==> config.mk <==
export PLATFORM = sky130hd
export DESIGN_NAME = rvc_guard
export DESIGN_NICKNAME = d
export VERILOG_FILES = /design/src/rtl/rvc_pkg.sv /design/src/rtl/rvc_crc8.sv /design/src/rtl/rvc_entry.sv /design/src/rtl/rvc_store.sv /design/src/rtl/rvc_guard.sv
export SDC_FILE = /design/constraint.sdc
export NUM_CORES = 1
export LEC_CHECK = 0
export BUFFER_PORTS_ARGS = -buffer_cell sky130_fd_sc_hd__buf_4
export CORE_AREA = 3 3 145 287
export CTS_CLUSTER_SIZE = 12
export DETAILED_ROUTE_END_ITERATION = 7
export DIE_AREA = 0 0 148 290
export GPL_TIMING_DRIVEN = 0
export PLACE_DENSITY_LB_ADDON = 0.25
export SYNTH_ARGS = -nofsm -noshare
export SYNTH_HDL_FRONTEND = slang
export SYNTH_SLANG_ARGS = --single-unit
==> constraint.sdc <==
create_clock -name clk_i -period 5.4 [get_ports clk_i]
set_input_delay 0.81 -clock clk_i [delete_from_list [all_inputs] [get_ports clk_i]]
set_output_delay 0.81 -clock clk_i [all_outputs]
set_load 0.05 [all_outputs]
==> src/rtl/rvc_pkg.sv <==
package rvc_pkg;
  localparam int unsigned CRC_W    = 8;
  localparam logic [7:0]  CRC_POLY = 8'h07;
endpackage

==> src/rtl/rvc_crc8.sv <==
module rvc_crc8 #(
  parameter int unsigned DW   = 32,
  parameter int unsigned CW   = rvc_pkg::CRC_W,
  parameter logic [CW-1:0] POLY = rvc_pkg::CRC_POLY
) (
  input  logic [DW-1:0] data_i,
  output logic [CW-1:0] crc_o
);
  always_comb begin
    logic [CW-1:0] c;
    logic          fb;
    c = '0;
    for (int i = DW - 1; i >= 0; i--) begin
      fb = c[CW-1] ^ data_i[i];
      c  = {c[CW-2:0], 1'b0};
      if (fb) c = c ^ POLY;
    end
    crc_o = c;
  end
endmodule

==> src/rtl/rvc_entry.sv <==
module rvc_entry #(
  parameter int unsigned AW = 5,
  parameter int unsigned DW = 32,
  parameter int unsigned CW = 8
) (
  input  logic          clk_i,
  input  logic          rst_ni,
  input  logic          load_i,
  input  logic          clr_i,
  input  logic [AW-1:0] tag_i,
  input  logic [DW-1:0] val_i,
  input  logic [CW-1:0] crc_i,
  output logic          vld_o,
  output logic [AW-1:0] tag_o,
  output logic [DW-1:0] val_o,
  output logic [CW-1:0] crc_o
);
  logic          vld_q;
  logic [AW-1:0] tag_q;
  logic [DW-1:0] val_q;
  logic [CW-1:0] crc_q;

  always_ff @(posedge clk_i or negedge rst_ni) begin
    if (!rst_ni) begin
      vld_q <= 1'b0;
      tag_q <= '0;
      val_q <= '0;
      crc_q <= '0;
    end else if (load_i) begin
      vld_q <= 1'b1;
      tag_q <= tag_i;
      val_q <= val_i;
      crc_q <= crc_i;
    end else if (clr_i) begin
      vld_q <= 1'b0;
    end
  end

  assign vld_o = vld_q;
  assign tag_o = tag_q;
  assign val_o = val_q;
  assign crc_o = crc_q;

  p_clr_drops_r6: assert property (@(posedge clk_i) disable iff (!rst_ni)
    (clr_i && !load_i) |=> !vld_o);
endmodule

==> src/rtl/rvc_store.sv <==
module rvc_store #(
  parameter int unsigned N  = 8,
  parameter int unsigned AW = 5,
  parameter int unsigned DW = 32,
  parameter int unsigned CW = 8,
  localparam int unsigned IW = (N > 1) ? $clog2(N) : 1
) (
  input  logic          clk_i,
  input  logic          rst_ni,
  input  logic          wr_en_i,
  input  logic [AW-1:0] wr_addr_i,
  input  logic [DW-1:0] wr_data_i,
  input  logic [CW-1:0] wr_crc_i,
  input  logic [AW-1:0] rd_addr_i,
  output logic          rd_hit_o,
  output logic [IW-1:0] rd_idx_o,
  output logic [DW-1:0] rd_val_o,
  output logic [CW-1:0] rd_crc_o,
  input  logic          clr_i,
  input  logic [IW-1:0] clr_idx_i
);
  logic [N-1:0]          vld, wr_hv, rd_hv, load, clr;
  logic [N-1:0][AW-1:0]  tag;
  logic [N-1:0][DW-1:0]  val;
  logic [N-1:0][CW-1:0]  crc;
  logic                  wr_hit;
  logic [IW-1:0]         rr_q;

  assign wr_hit = |wr_hv;

  for (genvar i = 0; i < N; i++) begin : g_ent
    assign wr_hv[i] = vld[i] && (tag[i] == wr_addr_i);
    assign rd_hv[i] = vld[i] && (tag[i] == rd_addr_i);
    assign load[i]  = wr_en_i && (wr_hit ? wr_hv[i] : (rr_q == IW'(i)));
    assign clr[i]   = clr_i && (clr_idx_i == IW'(i));
    rvc_entry #(.AW(AW), .DW(DW), .CW(CW)) u_ent (
      .clk_i (clk_i),
      .rst_ni(rst_ni),
      .load_i(load[i]),
      .clr_i (clr[i]),
      .tag_i (wr_addr_i),
      .val_i (wr_data_i),
      .crc_i (wr_crc_i),
      .vld_o (vld[i]),
      .tag_o (tag[i]),
      .val_o (val[i]),
      .crc_o (crc[i])
    );
  end

  always_comb begin
    rd_idx_o = '0;
    rd_val_o = '0;
    rd_crc_o = '0;
    for (int i = 0; i < N; i++) begin
      if (rd_hv[i]) begin
        rd_idx_o = IW'(i);
        rd_val_o = val[i];
        rd_crc_o = crc[i];
      end
    end
  end
  assign rd_hit_o = |rd_hv;

  always_ff @(posedge clk_i or negedge rst_ni) begin
    if (!rst_ni) rr_q <= '0;
    else if (wr_en_i && !wr_hit) rr_q <= (rr_q == IW'(N - 1)) ? '0 : rr_q + 1'b1;
  end

  p_tag_unique_r7: assert property (@(posedge clk_i) disable iff (!rst_ni)
    $onehot0(rd_hv));
  p_wr_tag_unique_r7: assert property (@(posedge clk_i) disable iff (!rst_ni)
    $onehot0(wr_hv));
endmodule

==> src/rtl/rvc_guard.sv <==
module rvc_guard #(
  parameter int unsigned N  = 8,
  parameter int unsigned AW = 5,
  parameter int unsigned DW = 32,
  localparam int unsigned CW = rvc_pkg::CRC_W,
  localparam int unsigned IW = (N > 1) ? $clog2(N) : 1
) (
  input  logic          clk_i,
  input  logic          rst_ni,
  input  logic          wr_en_i,
  input  logic [AW-1:0] wr_addr_i,
  input  logic [DW-1:0] wr_data_i,
  input  logic          rd_en_i,
  input  logic [AW-1:0] rd_addr_i,
  input  logic [DW-1:0] rf_rd_data_i,
  output logic          stall_o,
  output logic          error_o,
  output logic [DW-1:0] rd_data_o
);
  logic          chk_q, err_q;
  logic [IW-1:0] chk_idx_q;
  logic [DW-1:0] chk_val_q, chk_rf_q;
  logic [CW-1:0] chk_crc_q;
  logic [CW-1:0] wr_crc, chk_crc_calc;
  logic          hit;
  logic [IW-1:0] hit_idx;
  logic [DW-1:0] hit_val;
  logic [CW-1:0] hit_crc;
  logic          wr_go, same_wr, start, crc_ok;

  assign wr_go   = wr_en_i && !chk_q;
  assign same_wr = wr_en_i && (wr_addr_i == rd_addr_i);
  assign start   = rd_en_i && !chk_q && hit && !same_wr && (hit_val != rf_rd_data_i);
  assign crc_ok  = (chk_crc_calc == chk_crc_q);

  rvc_crc8 #(.DW(DW), .CW(CW)) u_crc_wr  (.data_i(wr_data_i), .crc_o(wr_crc));
  rvc_crc8 #(.DW(DW), .CW(CW)) u_crc_chk (.data_i(chk_val_q), .crc_o(chk_crc_calc));

  rvc_store #(.N(N), .AW(AW), .DW(DW), .CW(CW)) u_store (
    .clk_i    (clk_i),
    .rst_ni   (rst_ni),
    .wr_en_i  (wr_go),
    .wr_addr_i(wr_addr_i),
    .wr_data_i(wr_data_i),
    .wr_crc_i (wr_crc),
    .rd_addr_i(rd_addr_i),
    .rd_hit_o (hit),
    .rd_idx_o (hit_idx),
    .rd_val_o (hit_val),
    .rd_crc_o (hit_crc),
    .clr_i    (chk_q && !crc_ok),
    .clr_idx_i(chk_idx_q)
  );

  always_ff @(posedge clk_i or negedge rst_ni) begin
    if (!rst_ni) begin
      chk_q     <= 1'b0;
      err_q     <= 1'b0;
      chk_idx_q <= '0;
      chk_val_q <= '0;
      chk_rf_q  <= '0;
      chk_crc_q <= '0;
    end else begin
      chk_q <= start;
      err_q <= chk_q && crc_ok;
      if (start) begin
        chk_idx_q <= hit_idx;
        chk_val_q <= hit_val;
        chk_crc_q <= hit_crc;
        chk_rf_q  <= rf_rd_data_i;
      end
    end
  end

  // during the check cycle, forward whichever copy survived
  assign rd_data_o = !chk_q ? rf_rd_data_i : (crc_ok ? chk_val_q : chk_rf_q);
  assign stall_o   = chk_q;
  assign error_o   = err_q;

  p_stall_single_r4: assert property (@(posedge clk_i) disable iff (!rst_ni)
    stall_o |=> !stall_o);
  p_stall_cause_r9: assert property (@(posedge clk_i) disable iff (!rst_ni)
    $rose(stall_o) |-> $past(rd_en_i));
  p_err_after_stall_r5: assert property (@(posedge clk_i) disable iff (!rst_ni)
    error_o |-> $past(stall_o));
  p_no_chk_same_wr_r11: assert property (@(posedge clk_i) disable iff (!rst_ni)
    (rd_en_i && same_wr && !stall_o) |=> !stall_o);
  p_err_single_r5: assert property (@(posedge clk_i) disable iff (!rst_ni)
    error_o |=> !error_o);
endmodule

== Yosys cells after proc, flatten, opt, wreduce, memory -nomap -nowiden ==
Index checks and enable logic that the tools add are counted.

* Register bits: 448

* Reductions and logical operators: 57
* Add/sub/neg operators: 1
* Equality and inequality tests: 33
* Bitwise logic cells: 124
* Multiplexer cells: 114

{| class="wikitable"
|+ Operators by type and width
! kind !! count
|-
| 32-bit two-way mux || 10
|-
| 3-bit two-way mux || 69
|-
| 3-bit inverter || 62
|-
| 5-bit == test || 17
|-
| 8-bit two-way mux || 8
|-
| 1-bit bitwise XOR || 52
|-
| 1-bit logical AND || 41
|-
| 32-bit inequality test || 1
|-
| 1-bit two-way mux || 25
|-
| 3-bit == test (second input constant) || 8
|-
| 2-bit nonzero test || 8
|-
| 8-bit OR reduction || 2
|-
| 3-bit by 2-bit == test with 1-bit output (second input constant) || 4
|-
| 1-bit bitwise XOR (first input constant) || 10
|-
| 8-bit == test || 1
|-
| 3-bit by 1-bit == test with 1-bit output (second input constant) || 2
|-
| 3-bit zero test || 2
|-
| 1-bit zero test || 4
|-
| 2-bit two-way mux || 2
|-
| 3-bit by 1-bit adder with 3-bit output (second input constant) || 1
|}

== Depth between registers and ports, before layout ==
* Depth in word-level cells: 69
* Gate-level depth with buffers: 17

== Cells and area by module ==
From an unflattened synthesis, not the netlist that was laid out.

* Cell total of the unflattened synthesis: 1,770
* Area, all modules: 24,997.7 um2

{| class="wikitable"
|+ Modules (own cells, without submodules)
! module !! sequential area each (um2) !! times used !! area an instance (um2) !! cells each
|-
| rvc_entry || 1,151.1 || 8 || 1,906.8 || 98
|-
| rvc_guard || 1,926.8 || 1 || 4,187.8 || 332
|-
| rvc_store || 75.1 || 1 || 3,911.3 || 526
|-
| rvc_crc8 || 0.0 || 2 || 822.0 || 64
|}

== Worst setup path after synthesis ==
No wires, ideal clock.

* Path type: reg-to-output
* From: register chk_val_q[27]
* To: output port rd_data_o[18]
* Cell stages (with the launch flop): 13
* Setup slack: 0.640 ns
* Arrival: 3.950 ns
* Cells stage by stage: dfrtp_1 > xor3_1 > xnor3_1 > xnor3_1 > xor3_1 > and2_1 > a221oi_1 > a21oi_1 > o211ai_1 > buf_2 > buf_2 > mux2i_1 > a21oi_1

* Longest elaborated chain between the ends: 27
* Elaborated cells on any way between the ends: 67

{| class="wikitable"
|+ Ends and longest elaborated chain
! what !! line !! text
|-
| from (decl) || rvc_guard.sv:22 || <nowiki>logic [DW-1:0] chk_val_q, chk_rf_q;</nowiki>
|-
| from (signal assigned) || rvc_guard.sv:68 || <nowiki>chk_val_q <= hit_val;</nowiki>
|-
| 1-bit bitwise XOR (*) || rvc_crc8.sv:14 || <nowiki>fb = c[CW-1] ^ data_i[i];</nowiki>
|-
| 3-bit two-way mux (*) || rvc_crc8.sv:16 || <nowiki>if (fb) c = c ^ POLY;</nowiki>
|-
| 3-bit inverter (no line) || -- ||
|-
| 3-bit two-way mux || rvc_crc8.sv:16 ||
|-
| 3-bit inverter (no line) || -- ||
|-
| 3-bit two-way mux || rvc_crc8.sv:16 ||
|-
| 1-bit bitwise XOR || rvc_crc8.sv:14 ||
|-
| 3-bit two-way mux || rvc_crc8.sv:16 ||
|-
| (+10 left out) || -- ||
|-
| 1-bit bitwise XOR || rvc_crc8.sv:14 ||
|-
| 3-bit two-way mux || rvc_crc8.sv:16 ||
|-
| 3-bit inverter (no line) || -- ||
|-
| 3-bit two-way mux || rvc_crc8.sv:16 ||
|-
| 3-bit inverter (no line) || -- ||
|-
| 3-bit two-way mux || rvc_crc8.sv:16 ||
|-
| 8-bit == test (*) || rvc_guard.sv:34 || <nowiki>assign crc_ok = (chk_crc_calc == chk_crc_q);</nowiki>
|-
| 32-bit two-way mux (*) (2 in a row) || rvc_guard.sv:76 || <nowiki>assign rd_data_o = !chk_q ? rf_rd_data_i : (crc_ok ? chk_val_q : chk_rf_q);</nowiki>
|-
| to (decl) || rvc_guard.sv:18 || <nowiki>output logic [DW-1:0] rd_data_o</nowiki>
|}

Mark *: on every way between the ends. The rest lies on a longest branch, timed or not.

== Final worst setup path ==
* From: input port rd_addr_i[2]
* To: register chk_val_q[27]

* Longest elaborated chain between the ends: 12
* Elaborated cells on any way between the ends: 32

{| class="wikitable"
|+ Ends and longest elaborated chain
! what !! line !! text
|-
| from (decl) || rvc_guard.sv:14 || <nowiki>input logic [AW-1:0] rd_addr_i,</nowiki>
|-
| 5-bit == test || rvc_store.sv:33 || <nowiki>assign rd_hv[i] = vld[i] && (tag[i] == rd_addr_i);</nowiki>
|-
| 1-bit logical AND || rvc_store.sv:33 ||
|-
| 32-bit two-way mux (8 in a row) || rvc_store.sv:56 || <nowiki>if (rd_hv[i]) begin</nowiki>
|-
| 32-bit inequality test || rvc_guard.sv:33 || <nowiki>assign start = rd_en_i && !chk_q && hit && !same_wr && (hit_val != rf_rd_data_i);</nowiki>
|-
| 1-bit logical AND (*) || rvc_guard.sv:33 ||
|-
| via start || rvc_guard.sv:29 || <nowiki>logic wr_go, same_wr, start, crc_ok;</nowiki>
|}

The timed path passes the listed nets; every way through them passes the cells marked *.
A chain may end at the register's enable or synchronous reset.

==> results <==
- The final number of setup-violating endpoints is 58.
- The slowest cell on the critical path is sky130_fd_sc_hd__a221oi_2.
- The clock-pin slew on the worst setup and hold paths is 0.06 ns.
- The count of input and output buffers is 73.
- The critical path buffer and inverter count is 5.
- The initial detailed-routing violation count is 1545.
- For this run, the top clock speed supported by timing is 0.182 GHz.
- Power spread over the standard cell area amounts to 747 nW/µm².
- Across the VDD grid, the largest voltage drop is 0.579 mV.
- Counting I/O delays and the setup requirement, the final critical path takes 5.50 ns.
- The number of buffers on the longest clock path is 3.
- The insertion delay to the later sink of the worst-skew pair is 0.58 ns.
- The number of nets still failing antenna checks after routing is 0.
- The global placement routability congestion is 1.03.
- Counting flops and latches in the post-synthesis netlist gives 448.
- The kind of critical path is in2reg.
- The biggest cell delay along the critical path is 0.95 ns.
- Setup repair after global routing left no endpoint under its margin.
- For this run, design rule violations remaining after detail routing come to 0.
- Counting the buffers created by CTS gives 44.
- Once the floorplan was initialized, standard cells occupied 61.6% of the core.
- Once placement completed, the tool counted placed cells totaling 2691.
- The most common flop cell mapped by yosys is sky130_fd_sc_hd__dfrtp_1.
- The static leakage is 11.8 nW.
- The final worst setup slack is -0.0959 ns.
- The number of enable flip-flop cells after synthesis is 0.
- The final layout contains 2305 nets.
- The critical path goes through buf_4 > xnor2_1 > and2_1 > and2_1 > buf_2 > buf_1 > a221oi_2 > o22ai_1 > nor4_1 > o211ai_1 > nor4_2 > nand4_1 > o21a_1 > buf_6 > buf_6 > mux2_4.
- The relative slew slack is 11.2%.
- Summing every instance area after synthesis gives 24500 µm².
- The final HPWL from detailed placement is 72.0 mm.
- The number of I/O pins is 112.
- The type of element capturing the critical path is a flop.
- Row generation in the floorplan step produced 103 rows.
- Of the available clock period, the critical path in the final layout requires 102%.
- The number of max-capacitance violations reported is 0.
- The number of max-slew violations in the final report is 0.
- The level count of the clock H-tree is 2.
- The floorplan step defined a die boundary enclosing 42900 µm².
- In the final layout, the share of cells above drive strength 1 is 29.7%.
- Using the TritonRoute via totals, the vias-per-cell ratio works out to 6.86.
- The flow ran to the end, but the final reports show violations.
- The finished layout holds 2761 standard cells, fillers aside.
- After routing, the total negative slack on setup checks comes to -4.26 ns.
- Across every metal layer, demand over resource in global routing totals 43.3%.
- STA classifies the critical path startpoint as an input pin.
- After synthesis, the share of flip-flops with an asynchronous set or reset is 100%.
- The completed layout was analyzed and its total power is 20.3 mW.
- The net count after synthesis is 2174.
- The distinct cell type count after synthesis is 72.
- Counting every instance in the synthesized netlist gives 2090.
- The worst setup skew after layout is 0.0281 ns.
- The average cell area after synthesis is 11.7 µm².
- The maximum fanout along the worst path is 10.
- The final hold violation count came to 0.
- The number of global-route vias before repair is 20200.
- For this design, the CTS-stage hold fixing added 0 buffers.
- The initial antenna violation count came to 5.
- The data required time of the critical path is 5.85 ns.
- The die is 290 µm tall.
- Yosys printed 0 warnings.
- The average wire per standard cell is 33.7 µm.
- The sum of routed wire length over all layers is 93.0 mm.
- The global-route wire length before repair is 134 mm.
- Entering global routing, the biggest net connects 126 pins.
- Compared with the post-synthesis result, the final layout area differs by 11.3%.
- The number of search-and-repair iterations in the first detailed-routing pass is 5.
- Measured on the finished design, the core utilization comes to 68.6%.
- The clock sink count is 448.
- The share of the yosys chip area belonging to registers is 45.8%.
- The final reports fail on negative setup slack.
- Data on the critical path arrives at its endpoint at 5.94 ns.
- Broken down by cell family, the worst path's largest delay share belongs to compound AO/OA/AOI/OAI gates.
- The path class of the tightest hold or removal check is in2async.
- Global routing finished with a remaining overflow of 0.
- From left edge to right edge, the die measures 148 µm.
- The root buffer cell chosen for the clock tree is sky130_fd_sc_hd__clkbuf_16.
- The region available for standard cell placement spans 39700 µm².
- The number of vias after detailed routing is 18900.
- The TritonCTS clock tree is built.
- At the pin with the least slew margin, the transition time is 1.33 ns.
==> per-layer routing <==
layer | GRT usage (%) | vias up | part of all wire, %
met5 | 0 | - | 0.014
met4 | 44.6 | 2 | 14
met3 | 9.84 | 515 | 6.6
met2 | 72.8 | 1068 | 49
met1 | 41.3 | 9494 | 30
li1 | - | 7863 | -
==> worst paths after layout <==
path,slack [ns],cells after the start,from,end
setup / recovery,-0.1,16,rd_addr_i[2],chk_val_q[27]
hold / removal,0.23,1,rst_ni,chk_rf_q[17]
setup reg to reg,-0.09,15,u_store.g_ent[5].u_ent.tag_o[3],chk_val_q[27]
hold reg to reg,0.50,1,u_store.g_ent[0].u_ent.val_o[17],u_store.g_ent[0].u_ent.val_o[17]
max in group asynchronous,3.49,3,rst_ni,u_store.g_ent[4].u_ent.crc_o[3]
min in group clk_i,0.46,2,rf_rd_data_i[0],chk_val_q[0]
==> power by group <==
group          switching, mW  internal [mW]
combinational           6.17           5.07
sequential              1.26           5.02
clock                   1.30           1.51
total                   8.74           11.6
==> timing repair <==
action,CTS,global route
buffers inserted,5,3
endpoints found under the setup margin,106,103
pin swaps,2,1
resized for setup,20,17
==> metrics by stage <==
stage	setup slack, ns	hold slack (ns)	cell area (µm²)
after CTS	0.0225	0.312	27100
after global placement	-0.907	0.482	25700
after global routing	0.00590	0.332	27200
final	-0.0959	0.230	27200
after floorplan	0.640	0.474	24500
after detailed placement	-0.840	0.489	25800
==> worst register-to-register path, stage by stage, from the launching register on <==
cell and delay (ns):
sky130_fd_sc_hd__dfrtp_1 0.42, sky130_fd_sc_hd__xor2_1 0.18, sky130_fd_sc_hd__nor4_4 0.47, sky130_fd_sc_hd__a211oi_2 0.29, sky130_fd_sc_hd__buf_4 0.27, sky130_fd_sc_hd__buf_6 0.18, sky130_fd_sc_hd__a221oi_2 0.82, sky130_fd_sc_hd__o22ai_1 0.36
sky130_fd_sc_hd__nor4_1 0.41, sky130_fd_sc_hd__o211ai_1 0.15, sky130_fd_sc_hd__nor4_2 0.32, sky130_fd_sc_hd__nand4_1 0.43, sky130_fd_sc_hd__o21a_1 0.36, sky130_fd_sc_hd__buf_6 0.19, sky130_fd_sc_hd__buf_6 0.20, sky130_fd_sc_hd__mux2_4 0.32
==> Yosys cell counts (6+ instances only) <==
library cell | count | area share, %
sky130_fd_sc_hd__o32ai_1 | 7 | 0.25
sky130_fd_sc_hd__mux2_2 | 376 | 17
sky130_fd_sc_hd__nand4_1 | 12 | 0.31
sky130_fd_sc_hd__and2_1 | 10 | 0.26
sky130_fd_sc_hd__buf_6 | 14 | 0.64
sky130_fd_sc_hd__mux2_4 | 58 | 3.6
sky130_fd_sc_hd__mux2i_1 | 51 | 2.1
sky130_fd_sc_hd__o221ai_1 | 34 | 1.2
sky130_fd_sc_hd__a22oi_1 | 15 | 0.46
sky130_fd_sc_hd__a211oi_1 | 33 | 1.0
sky130_fd_sc_hd__clkbuf_1 | 105 | 1.6
sky130_fd_sc_hd__dfrtp_1 | 448 | 46
sky130_fd_sc_hd__a221oi_1 | 41 | 1.5
sky130_fd_sc_hd__xor2_1 | 78 | 2.8
sky130_fd_sc_hd__and3_1 | 7 | 0.18
sky130_fd_sc_hd__o22ai_1 | 40 | 1.0
sky130_fd_sc_hd__a31o_2 | 6 | 0.21
sky130_fd_sc_hd__nor4_1 | 19 | 0.49
sky130_fd_sc_hd__nand3_1 | 54 | 1.1
sky130_fd_sc_hd__nor2_1 | 90 | 1.4
sky130_fd_sc_hd__a21o_1 | 27 | 0.83
sky130_fd_sc_hd__xnor2_1 | 128 | 4.6
sky130_fd_sc_hd__nand2_1 | 56 | 0.86
sky130_fd_sc_hd__nor3_1 | 21 | 0.43
sky130_fd_sc_hd__xnor3_1 | 15 | 1.4
sky130_fd_sc_hd__o21ai_0 | 70 | 1.4
sky130_fd_sc_hd__ha_1 | 6 | 0.31
sky130_fd_sc_hd__inv_1 | 43 | 0.66
sky130_fd_sc_hd__buf_1 | 15 | 0.23
sky130_fd_sc_hd__a21oi_1 | 82 | 1.7
sky130_fd_sc_hd__buf_4 | 6 | 0.18
sky130_fd_sc_hd__buf_2 | 23 | 0.47
sky130_fd_sc_hd__or3_1 | 8 | 0.20
==> cells in the final DEF, fill, tap and decap left out, types with 6 or more instances in the layout <==
cell,netlist,routed
sky130_fd_sc_hd__o21ai_0,70,70
sky130_fd_sc_hd__nor4_1,19,19
sky130_fd_sc_hd__or3_1,8,8
sky130_fd_sc_hd__ha_1,6,6
sky130_fd_sc_hd__and2_1,10,10
sky130_fd_sc_hd__o22ai_1,40,39
sky130_fd_sc_hd__mux2i_1,51,51
sky130_fd_sc_hd__inv_1,43,43
sky130_fd_sc_hd__nor3_1,21,21
sky130_fd_sc_hd__a21oi_1,82,80
sky130_fd_sc_hd__a211oi_1,33,30
sky130_fd_sc_hd__dfrtp_1,448,445
sky130_fd_sc_hd__a221oi_1,41,41
sky130_fd_sc_hd__clkbuf_16,0,45
sky130_fd_sc_hd__mux2_4,58,58
sky130_fd_sc_hd__o221ai_1,34,30
sky130_fd_sc_hd__mux2_2,376,376
sky130_fd_sc_hd__a22oi_1,15,15
sky130_fd_sc_hd__nor2_1,90,90
sky130_fd_sc_hd__nand3_1,54,54
sky130_fd_sc_hd__buf_4,6,85
sky130_fd_sc_hd__nand2_1,56,56
sky130_fd_sc_hd__and3_1,7,7
sky130_fd_sc_hd__buf_1,15,16
sky130_fd_sc_hd__clkbuf_2,3,7
sky130_fd_sc_hd__xor2_1,78,77
sky130_fd_sc_hd__buf_6,14,19
sky130_fd_sc_hd__nand4_1,12,12
sky130_fd_sc_hd__a21o_1,27,27
sky130_fd_sc_hd__xnor2_1,128,126
sky130_fd_sc_hd__xnor3_1,15,14
sky130_fd_sc_hd__clkbuf_1,105,104
sky130_fd_sc_hd__o32ai_1,7,7
sky130_fd_sc_hd__a31o_2,6,6
sky130_fd_sc_hd__buf_2,23,19
==> layout make-up <==
cell class                 instances  area (µm²)
antenna                            5        12.5
buffer                           166         813
clock buffer                      51        1170
clock inverter                     5        36.3
fill                            3004       12500
inverter                          43         161
multi-input combinational       1433       12400
sequential                       448       11200
tap                              525         657
timing repair buffer              85         722
==> cells by family after synthesis <==
kind of cell    share of synthesized area, %
compound gates                          11.7
xor+xnor                                9.12
fa+ha+maj                              0.307
buf+inv                                 3.86
flops                                   45.8
mux                                     23.0
simple gates                            6.19
==> registers in the layout, indices dropped and copies added, names as in the netlist <==
register / count
u_store.g_ent.u_ent.tag_o: 40
chk_rf_q: 32
u_store.g_ent.u_ent.val_o: 256
u_store.g_ent.u_ent.crc_o: 64
error_o: 1
chk_val_q: 32
u_store.g_ent.u_ent.vld_o: 8
chk_crc_q: 8
stall_o: 1
u_store.rr_q: 3
chk_idx_q: 3
Note: power is estimated with default switching activity, not from simulation.
